<file path="src/rtl/gauge_pkg.sv">
package gauge_pkg;
  localparam int WORD_W = 16;
  localparam int BYTE_W = 8;
  localparam int ADDR_W = 8;

  localparam logic [ADDR_W-1:0] A_VCELL = 8'h02;
  localparam logic [ADDR_W-1:0] A_SOC   = 8'h04;
  localparam logic [ADDR_W-1:0] A_MODE  = 8'h06;
  localparam logic [ADDR_W-1:0] A_VER   = 8'h08;
  localparam logic [ADDR_W-1:0] A_CFG   = 8'h0C;
  localparam logic [ADDR_W-1:0] A_CMD   = 8'hFE;

  localparam logic [WORD_W-1:0] QS_WORD  = 16'h4000;
  localparam logic [WORD_W-1:0] RST_WORD = 16'h0054;

  typedef enum logic [2:0] {
    SEL_NONE, SEL_SOC, SEL_VCELL, SEL_MODE, SEL_VER, SEL_CFG, SEL_CMD
  } reg_sel_e;

  function automatic reg_sel_e decode_addr(input logic [ADDR_W-1:0] a);
    case (a)
      A_SOC:   return SEL_SOC;
      A_VCELL: return SEL_VCELL;
      A_MODE:  return SEL_MODE;
      A_VER:   return SEL_VER;
      A_CFG:   return SEL_CFG;
      A_CMD:   return SEL_CMD;
      default: return SEL_NONE;
    endcase
  endfunction
endpackage

</file>
<file path="src/rtl/gauge_byte_asm.sv">
module gauge_byte_asm
  import gauge_pkg::*;
#(
  parameter int BW = BYTE_W,
  parameter int AW = ADDR_W,
  localparam int WW = 2 * BW
) (
  input  logic          clk_i,
  input  logic          rst_ni,
  input  logic          clr_i,
  input  logic          byte_vld_i,
  input  logic [BW-1:0] byte_i,
  input  logic [AW-1:0] addr_i,
  input  logic          eot_i,
  output logic [AW-1:0] addr_o,
  output logic [WW-1:0] word_o,
  output logic [WW-1:0] live_word_o,
  output logic          second_o,
  output logic          commit_o
);
  // 0: idle, 1: high byte held, 2: full word, 3: overrun
  logic [1:0]    cnt_q;
  logic [BW-1:0] hi_q;
  logic [AW-1:0] addr_q;
  logic [WW-1:0] word_q;
  logic          take;

  assign take        = byte_vld_i && !eot_i;
  assign second_o    = take && (cnt_q == 2'd1);
  assign live_word_o = {hi_q, byte_i};
  assign commit_o    = eot_i && (cnt_q == 2'd2) && !clr_i;
  assign addr_o      = addr_q;
  assign word_o      = word_q;

  always_ff @(posedge clk_i or negedge rst_ni) begin
    if (!rst_ni) begin
      cnt_q <= '0;
    end else if (clr_i || eot_i) begin
      cnt_q <= '0;
    end else if (take && cnt_q != 2'd3) begin
      cnt_q <= cnt_q + 2'd1;
    end
  end

  always_ff @(posedge clk_i or negedge rst_ni) begin
    if (!rst_ni) begin
      hi_q   <= '0;
      addr_q <= '0;
      word_q <= '0;
    end else if (take) begin
      if (cnt_q == 2'd0) begin
        hi_q   <= byte_i;
        addr_q <= addr_i;
      end
      if (cnt_q == 2'd1) word_q <= {hi_q, byte_i};
    end
  end

  AST_EOT_CLEARS_COUNT: assert property (@(posedge clk_i) disable iff (!rst_ni)
    eot_i |=> (cnt_q == 2'd0));
endmodule

</file>
<file path="src/rtl/gauge_cmd_dec.sv">
module gauge_cmd_dec
  import gauge_pkg::*;
#(
  parameter int SYNC_STAGES = 2,
  parameter int AW = ADDR_W,
  parameter int WW = WORD_W
) (
  input  logic          clk_i,
  input  logic          rst_ni,
  input  logic          commit_i,
  input  logic          second_i,
  input  logic [AW-1:0] addr_i,
  input  logic [WW-1:0] word_i,
  input  logic [WW-1:0] live_word_i,
  input  logic          qstrt_i,
  output logic          store_en_o,
  output logic          rst_req_o,
  output logic          quick_start_o,
  output logic          soft_rst_o
);
  logic [SYNC_STAGES:0] sync_q;  // extra top bit holds previous synced value
  logic                 pin_edge;
  logic                 sw_qs;
  logic                 qs_q;
  logic                 srst_q;

  assign sw_qs      = commit_i && (addr_i == A_MODE) && (word_i == QS_WORD);
  assign store_en_o = commit_i && !sw_qs;
  assign rst_req_o  = second_i && (addr_i == A_CMD) && (live_word_i == RST_WORD);

  generate
    for (genvar s = 0; s <= SYNC_STAGES; s++) begin : g_sync
      always_ff @(posedge clk_i or negedge rst_ni) begin
        if (!rst_ni) sync_q[s] <= 1'b0;
        else if (s == 0) sync_q[s] <= qstrt_i;
        else sync_q[s] <= sync_q[s-1];
      end
    end
  endgenerate

  assign pin_edge = sync_q[SYNC_STAGES-1] && !sync_q[SYNC_STAGES];

  always_ff @(posedge clk_i or negedge rst_ni) begin
    if (!rst_ni) begin
      qs_q   <= 1'b0;
      srst_q <= 1'b0;
    end else begin
      qs_q   <= (sw_qs || pin_edge) && !rst_req_o;
      srst_q <= rst_req_o;
    end
  end

  assign quick_start_o = qs_q;
  assign soft_rst_o    = srst_q;

  AST_SW_QS_PULSE: assert property (@(posedge clk_i) disable iff (!rst_ni)
    (commit_i && addr_i == A_MODE && word_i == QS_WORD) |=> quick_start_o);
  AST_RST_FOLLOWS_REQ: assert property (@(posedge clk_i) disable iff (!rst_ni)
    rst_req_o |=> soft_rst_o);
  AST_RST_ONE_CYCLE: assert property (@(posedge clk_i) disable iff (!rst_ni)
    soft_rst_o |=> !soft_rst_o);
endmodule

</file>
<file path="src/rtl/gauge_regfile.sv">
module gauge_regfile
  import gauge_pkg::*;
#(
  parameter int             AW          = ADDR_W,
  parameter int             WW          = WORD_W,
  parameter logic [WW-1:0]  VERSION_VAL = 16'h0003,
  parameter logic [WW-1:0]  CFG_RST     = 16'h971C,
  localparam int            N_RW        = 3
) (
  input  logic          clk_i,
  input  logic          rst_ni,
  input  logic          clr_i,
  input  logic          wr_en_i,
  input  logic [AW-1:0] wr_addr_i,
  input  logic [WW-1:0] wr_data_i,
  input  logic [AW-1:0] rd_addr_i,
  input  logic [WW-1:0] soc_i,
  input  logic [WW-1:0] vcell_i,
  output logic [WW-1:0] rd_data_o
);
  localparam logic [AW-1:0] RW_ADDR [N_RW] = '{A_MODE, A_CFG, A_CMD};
  localparam logic [WW-1:0] RW_RST  [N_RW] = '{'0, CFG_RST, '0};

  logic [WW-1:0] rw_q [N_RW];

  generate
    for (genvar i = 0; i < N_RW; i++) begin : g_rw
      always_ff @(posedge clk_i or negedge rst_ni) begin
        if (!rst_ni) rw_q[i] <= RW_RST[i];
        else if (clr_i) rw_q[i] <= RW_RST[i];
        else if (wr_en_i && wr_addr_i == RW_ADDR[i]) rw_q[i] <= wr_data_i;
      end
    end
  endgenerate

  always_comb begin
    unique case (decode_addr(rd_addr_i))
      SEL_SOC:   rd_data_o = soc_i;
      SEL_VCELL: rd_data_o = vcell_i;
      SEL_VER:   rd_data_o = VERSION_VAL;
      SEL_MODE:  rd_data_o = rw_q[0];
      SEL_CFG:   rd_data_o = rw_q[1];
      SEL_CMD:   rd_data_o = rw_q[2];
      default:   rd_data_o = '0;
    endcase
  end

  AST_RESERVED_WR_NOEFFECT: assert property (@(posedge clk_i) disable iff (!rst_ni)
    (wr_en_i && !clr_i && decode_addr(wr_addr_i) == SEL_NONE)
      |=> ($stable(rw_q[0]) && $stable(rw_q[1]) && $stable(rw_q[2])));
  AST_RO_WR_NOEFFECT: assert property (@(posedge clk_i) disable iff (!rst_ni)
    (wr_en_i && !clr_i && (wr_addr_i == A_VER || wr_addr_i == A_SOC || wr_addr_i == A_VCELL))
      |=> ($stable(rw_q[0]) && $stable(rw_q[1]) && $stable(rw_q[2])));
  AST_CLR_RESTORES_CFG: assert property (@(posedge clk_i) disable iff (!rst_ni)
    clr_i |=> (rw_q[1] == CFG_RST));
endmodule

</file>
<file path="src/rtl/gauge_regs_top.sv">
module gauge_regs_top
  import gauge_pkg::*;
#(
  parameter logic [WORD_W-1:0] VERSION_VAL = 16'h0003,
  parameter logic [WORD_W-1:0] CFG_RST     = 16'h971C,
  parameter int                SYNC_STAGES = 2
) (
  input  logic              clk_i,
  input  logic              rst_ni,
  input  logic              byte_vld_i,
  input  logic [BYTE_W-1:0] byte_i,
  input  logic [ADDR_W-1:0] addr_i,
  input  logic              eot_i,
  input  logic              qstrt_i,
  input  logic [WORD_W-1:0] soc_i,
  input  logic [WORD_W-1:0] vcell_i,
  output logic [WORD_W-1:0] rd_data_o,
  output logic              ack_o,
  output logic              quick_start_o,
  output logic              soft_rst_o
);
  logic [ADDR_W-1:0] wr_addr;
  logic [WORD_W-1:0] word, live_word;
  logic              second, commit, store_en, rst_req, ack_q;

  gauge_byte_asm #(.BW(BYTE_W), .AW(ADDR_W)) u_asm (
    .clk_i, .rst_ni,
    .clr_i       (rst_req),
    .byte_vld_i, .byte_i, .addr_i, .eot_i,
    .addr_o      (wr_addr),
    .word_o      (word),
    .live_word_o (live_word),
    .second_o    (second),
    .commit_o    (commit)
  );

  gauge_cmd_dec #(.SYNC_STAGES(SYNC_STAGES), .AW(ADDR_W), .WW(WORD_W)) u_dec (
    .clk_i, .rst_ni,
    .commit_i      (commit),
    .second_i      (second),
    .addr_i        (wr_addr),
    .word_i        (word),
    .live_word_i   (live_word),
    .qstrt_i,
    .store_en_o    (store_en),
    .rst_req_o     (rst_req),
    .quick_start_o,
    .soft_rst_o
  );

  gauge_regfile #(.AW(ADDR_W), .WW(WORD_W), .VERSION_VAL(VERSION_VAL), .CFG_RST(CFG_RST)) u_rf (
    .clk_i, .rst_ni,
    .clr_i     (rst_req),
    .wr_en_i   (store_en),
    .wr_addr_i (wr_addr),
    .wr_data_i (word),
    .rd_addr_i (addr_i),
    .soc_i, .vcell_i,
    .rd_data_o
  );

  always_ff @(posedge clk_i or negedge rst_ni) begin
    if (!rst_ni) ack_q <= 1'b0;
    else ack_q <= commit;
  end
  assign ack_o = ack_q;

  AST_ACK_AFTER_EOT: assert property (@(posedge clk_i) disable iff (!rst_ni)
    ack_o |-> $past(eot_i));
  AST_ACK_ONE_CYCLE: assert property (@(posedge clk_i) disable iff (!rst_ni)
    ack_o |=> !ack_o);
  AST_RST_NO_ACK: assert property (@(posedge clk_i) disable iff (!rst_ni)
    soft_rst_o |-> !ack_o);
endmodule

</file>
<file path="config.mk">
export PLATFORM = sky130hd
export DESIGN_NAME = gauge_regs_top
export DESIGN_NICKNAME = d
export VERILOG_FILES = /design/src/rtl/gauge_pkg.sv /design/src/rtl/gauge_byte_asm.sv /design/src/rtl/gauge_cmd_dec.sv /design/src/rtl/gauge_regfile.sv /design/src/rtl/gauge_regs_top.sv
export SDC_FILE = /design/constraint.sdc
export NUM_CORES = 1
export LEC_CHECK = 0
export ABC_AREA = 0
export CAP_MARGIN = 5
export CORE_ASPECT_RATIO = 1.4
export CORE_MARGIN = 3
export CORE_UTILIZATION = 50
export CTS_BUF_LIST = sky130_fd_sc_hd__clkbuf_4 sky130_fd_sc_hd__clkbuf_8
export DETAILED_ROUTE_END_ITERATION = 10
export GPL_ROUTABILITY_DRIVEN = 0
export PLACE_DENSITY = 0.82
export SETUP_SLACK_MARGIN = 0.15
export SLEW_MARGIN = 0
export SYNTH_ARGS = -nofsm -noshare
export SYNTH_HDL_FRONTEND = slang
export SYNTH_SLANG_ARGS = --single-unit
</file>
<file path="constraint.sdc">
create_clock -name clk_i -period 2.4 [get_ports clk_i]
set_clock_uncertainty 0.05 [all_clocks]
set_input_delay 0.48 -clock clk_i [delete_from_list [all_inputs] [get_ports clk_i]]
set_output_delay 0.48 -clock clk_i [all_outputs]
set_load 0.02 [all_outputs]
</file>
# ---- Word-level counts from Yosys, hierarchy flattened
# Cells that the tools add are included.
dict set report word_totals {
  rom_bits 0
  register_bits 88
  latch_bits 0
  inputBits 53
  out_inout_bits 19
  elab_cells 72
  mem_bits_rw 0
  mem_count 0
}
dict set report op_classes {
  n_bitwise 0
  shift 0
  n_reduce_logical 28
  mux 10
  eq_ne 20
  multipliers 0
  magnitude_cmp 0
  addsub 1
  n_div 0
}
# cell n
set op_table {}
lappend op_table {{$mux W16} 6}
lappend op_table {{$pmux W16 S6} 1}
lappend op_table {{$eq A8 B3 Y1 const B} 3}
lappend op_table {{$eq A8 B4 Y1 const B} 3}
lappend op_table {{$pmux W3 S6} 1}
lappend op_table {{$eq A16 B15 Y1 const B} 1}
lappend op_table {{$eq A16 B7 Y1 const B} 1}
lappend op_table {{$eq A8 B8 Y1 const B} 2}
lappend op_table {{$logic_and A1 B1 Y1} 15}
lappend op_table {{$eq A3 B3 Y1 const B} 3}
lappend op_table {{$eq A8 B2 Y1 const B} 1}
lappend op_table {{$reduce_bool A2 Y1} 4}
lappend op_table {{$eq A3 B2 Y1 const B} 2}
lappend op_table {{$logic_not A1 Y1} 4}
lappend op_table {{$mux W2} 2}
lappend op_table {{$reduce_and A2 Y1} 2}
lappend op_table {{$eq A3 B1 Y1 const B} 1}
lappend op_table {{$add A2 B1 Y2 const B} 1}
lappend op_table {{$eq A2 B1 Y1 const B} 1}
lappend op_table {{$eq A2 B2 Y1 const B} 1}
lappend op_table {{$logic_not A2 Y1} 1}
lappend op_table {{$logic_or A1 B1 Y1} 2}
lappend op_table {{$ne A2 B2 Y1 const B} 1}

# ---- Depth between registers and ports, before layout
dict set report logic_depth {
  word_depth 14
  depth_mapped 9
  ltp_nobuf 7
}

# ---- Hierarchy
# A second synthesis with hierarchy kept.
dict set report unflattened {
  cells_unflattened 440
  hier_area_um2 4440.5
}
# mod area_each_um2 cells_each seq_area_each_um2 instances
set modules_own_cells {}
lappend modules_own_cells {gauge_regfile 2616.3 321 1211.2 1}
lappend modules_own_cells {gauge_byte_asm 1511.4 92 850.8 1}
lappend modules_own_cells {gauge_cmd_dec 287.8 26 125.1 1}
lappend modules_own_cells {gauge_regs_top 25.0 1 25.0 1}

# ---- Least setup slack after synthesis
# OpenSTA, ideal clock, no wires.
dict set report synth_path {
  path_type {in2out}
  startpoint {input addr_i[4]}
  endpoint {output rd_data_o[10]}
  path_stages 5
  slack_ps -313
  arrival_time_ps 2183
  n_path_buf 2
  path_cell_list {or4_1 > or3_1 > clkbuf_1 > clkbuf_1 > o21ai_0}
}
dict set report synth_via {
  elab_chain_cells 4
  elab_cells_between_ends 14
}
# item line_no
set synth_lines {}
lappend synth_lines {{from (decl)} gauge_regs_top.sv:12} ;# input logic [ADDR_W-1:0] addr_i,
lappend synth_lines {{$eq A8 B8 Y1, or another cell as far along} gauge_pkg.sv:21} ;# case (a)
lappend synth_lines {{$pmux W3 S6 *} gauge_pkg.sv:21}
lappend synth_lines {{$eq A3 B3 Y1, or another cell as far along} gauge_regfile.sv:37} ;# unique case (decode_addr(rd_addr_i))
lappend synth_lines {{$pmux W16 S6 *} gauge_regfile.sv:37}
lappend synth_lines {{to (decl)} gauge_regs_top.sv:17} ;# output logic [WORD_W-1:0] rd_data_o,
# Every way passes the cells marked *; elsewhere a longest branch is shown, timed or not.

# ---- Final worst setup path
dict set report layout_path {
  startpoint {input addr_i[5]}
  endpoint {output rd_data_o[1]}
}
# Same word-level chain as after synthesis.

==> results.py <==
metrics = {
    "status": {
        "outcome": "finished, violations left",
        "failed_checks": "negative setup slack",
    },
    "setup_path": {
        "path_max_fanout": 8,
        "critPathKind": "in2out",
        "critPathSlowestCell": "or4_4",
        "start_kind": "primary input",
        "critPathCaptureType": "output port",
        "rrSetupSlack_ns": 0.29,
        "arrival_ns": 2.02,
        "reg2regPathDepth": 4,
        "cp.buffers_inverters": 3,
        "cp_top_family": "simple AND/OR/NAND/NOR gates",
        "r2r_start": "u_asm.word_o[3]",
        "critical_path.max_stage_delay_ns": 0.52,
        "rr_endpoint": "u_rf.rw_q[44]",
        "worstPathCellList": "buf_6 -> or4_4 -> or3_4 -> buf_12 -> o211ai_1 -> buf_4",
        "worstPathRequired_ns": 1.87,
    },
    "place": {
        "dp_hpwl_microns": 8590,
        "place_area_sq_um": 5620,
        "io_buffer_count": 71,
        "pre_cts_ws_ns": -1.00,
    },
    "logic_synthesis": {
        "netlist_top_cells_area": "dfrtp_1 45%, mux2_2 8.6%, mux2i_1 5.6%",
        "ys_warn_count": 0,
        "async_reset_ff_share_pct": 100,
        "ys.flop_type": "dfrtp_1",
        "synth_top_area_cell": "dfrtp_1",
        "ys_seq_elements": 88,
        "synth_area_sq_um": 4460,
        "synth_edf_count": 0,
        "synth.net_count": 483,
        "yosysSeqAreaShare_pct": 49.6,
        "netlist_instances": 426,
        "synth_cell_type_count": 41,
        "synth_area_per_cell_sq_um": 10.5,
        "yosysTopAreaCellShare_pct": 44.9,
    },
    "clocking": {
        "cts_root_buf": "clkbuf_8",
        "htree_levels": 3,
        "cts_tree": "built",
        "cts_buffers": 9,
        "clock_path_buffers": 2,
        "clk_latency_ns": 0.36,
        "path_clk_slew_ns": 0.09,
        "cts.sinks": 88,
    },
    "cells_and_area": {
        "diodes": 0,
        "drive_gt1_share_pct": 29.3,
        "finalInstanceArea_sq_um": 6040,
        "fillerInstances": 609,
        "areaGrowthSynthToFinish_pct": 35.5,
        "layout_commonest_cell": "dfrtp_1",
        "final_nets": 577,
        "layout_common_cells": "80 x dfrtp_1, 46 x clkdlybuf4s50_1, 37 x buf_4",
    },
    "floorplanning": {
        "die_w_microns": 85.8,
        "die-area_sq_um": 10100,
        "pin_count": 72,
        "rows": 40,
        "start_util_pct": 51.5,
        "fp.coreArea_sq_um": 8660,
        "die_h_microns": 118,
    },
    "power_and_ir_drop": {
        "p_per_area_nw_per_um2": 596,
        "ir_worst_vdd_uv": 446,
        "leakagePower_uw": 0.00283,
    },
    "drt": {
        "drt_iter0_drc": 488,
        "ant_nets": 0,
        "wl_per_cell_microns": 19.9,
        "first_pass_iters": 6,
        "num_vias": 3898,
        "drc": 0,
        "wl_microns": 12500,
        "via_per_inst": 6.19,
    },
    "timing": {
        "holdWs_ns": 0.305,
        "fmax_mhz": 392,
        "rsz0062_at_grt": "true",
        "tightest_slew_ns": 0.591,
        "finalHoldViolCount": 0,
        "setup_violations": 16,
        "drv_slew": 0,
        "relSlewSlack_pct": 60.6,
        "setup_slack_ns": -0.154,
        "fin_crit_ns": 2.55,
        "fin_crit_sh_pct": 106,
        "fin_setup_tns_ns": -1.73,
    },
    "grt": {
        "grt_use_met2_pct": 42.8,
        "overflow": 0,
        "gr-usage-all-layers_pct": 25.4,
        "grt-busiest-layer": "met2",
        "antenna_found_initial": 0,
        "grt_pass1_wl_microns": 20200,
        "grt_use_met3_pct": 4.13,
        "grt_max_degree": 43,
        "use_met1_pct": 30.2,
        "grt_pass1_vias": 4157,
    },
    "min_path": {
        "hold_end": "u_dec.sync_q[1]",
        "hold_class": "reg2reg",
        "worstHoldStart": "u_dec.sync_q[0]",
        "hold_depth": 0,
    },
    "flow_run": {
        "maxCapViolCount": 0,
    },
}
how the worst max path moves through the flow:
stage	from	cells past startpoint	endpoint	slack, ns
3_3_place_gp	addr_i[4]	7	rd_data_o[12]	-0.99
3_5_place_dp	addr_i[4]	7	rd_data_o[12]	-1.00
5_1_grt	addr_i[5]	7	rd_data_o[12]	-0.19
2_1_floorplan	addr_i[4]	5	rd_data_o[10]	-0.01
4_1_cts	addr_i[6]	6	rd_data_o[1]	-0.20
6_report	addr_i[5]	6	rd_data_o[1]	-0.15
per-layer routing:
layer | up-vias | share of wire, %
met5 | - | 0
met4 | 0 | 4.4
met3 | 43 | 6.4
met2 | 166 | 52
met1 | 1918 | 37
li1 | 1771 | -
state kept, by name, indices dropped and copies added (netlist names):
register,cells
u_rf.rw_q,48
u_asm.word_o,16
u_asm.addr_o,8
u_asm.hi_q,8
u_dec.sync_q,3
u_asm.cnt_q,2
ack_o,1
u_dec.quick_start_o,1
u_dec.soft_rst_o,1
cells in the mapped netlist, drive strengths merged (2+ instances only):
| cell | number |
|---|---|
| dfrtp | 80 |
| o21ai | 48 |
| mux2 | 34 |
| nor2 | 28 |
| mux2i | 25 |
| nand2 | 25 |
| clkbuf | 23 |
| a21oi | 20 |
| nand3 | 19 |
| a22o | 13 |
| a22oi | 13 |
| a32oi | 13 |
| inv | 11 |
| and3 | 9 |
| a211o | 8 |
| dfstp | 8 |
| buf | 6 |
| nor3 | 5 |
| nor4 | 5 |
| ha | 4 |
| and4 | 3 |
| nand2b | 3 |
| nand3b | 3 |
| or4 | 3 |
| nand4 | 2 |
| nor2b | 2 |
| nor4b | 2 |
| nor4bb | 2 |
| o211ai | 2 |
| or3 | 2 |
per-stage QoR:
stage / utilization [%] / total power (uW) / instances
detailed placement: 64.9 / 2560 / 607
CTS: 69.3 / 3610 / 628
floorplan: - / 2220 / 426
global route: 69.8 / 3750 / 630
finish: 69.8 / 3600 / 630
global placement: 64.9 / 2520 / 607
where the power goes:
| part | leakage (uW) | internal [uW] | total, uW | switching, uW |
|---|---|---|---|---|
| clock network | 0.0000989 | 513 | 1050 | 535 |
| logic | 0.00169 | 344 | 611 | 267 |
| registers | 0.00104 | 1690 | 1940 | 254 |
cell families (layout without fill, tap and decap cells):
group                      Yosys count  after routing  synth area share, %
AOI/OAI and AO/OA                  118            118                 17.1
xor gates and xnor gates             1              1                0.196
muxes                               59             59                 14.2
buffers and inverters               41            140                 4.07
and+or+nand+nor                    115            115                 13.7
adders and majority gates            4              4                 1.12
DFF                                 88             88                 49.6
what timing repair did:
| item | in CTS | in global routing |
|---|---|---|
| pin swaps | 5 | 3 |
| gates resized for setup | 135 | 2 |
| cloned | 2 | 1 |
| hold buffers | 1 | 0 |
| endpoints found under the setup margin | 16 | 18 |
| hold endpoints to repair | 6 | 0 |
| setup buffers | 2 | 1 |
layout make-up:
cell class / count / area, sq um / share of cell area, %
clock buffer: 10 / 138 / 2.28
clock inverter: 6 / 67.6 / 1.12
tap: 105 / 131 / 2.17
timing repair buffer: 112 / 1130 / 18.7
sequential: 88 / 2210 / 36.6
inverter: 12 / 45.0 / 0.745
multi-input combinational: 297 / 2320 / 38.4
(Power assumes the default switching activity.)
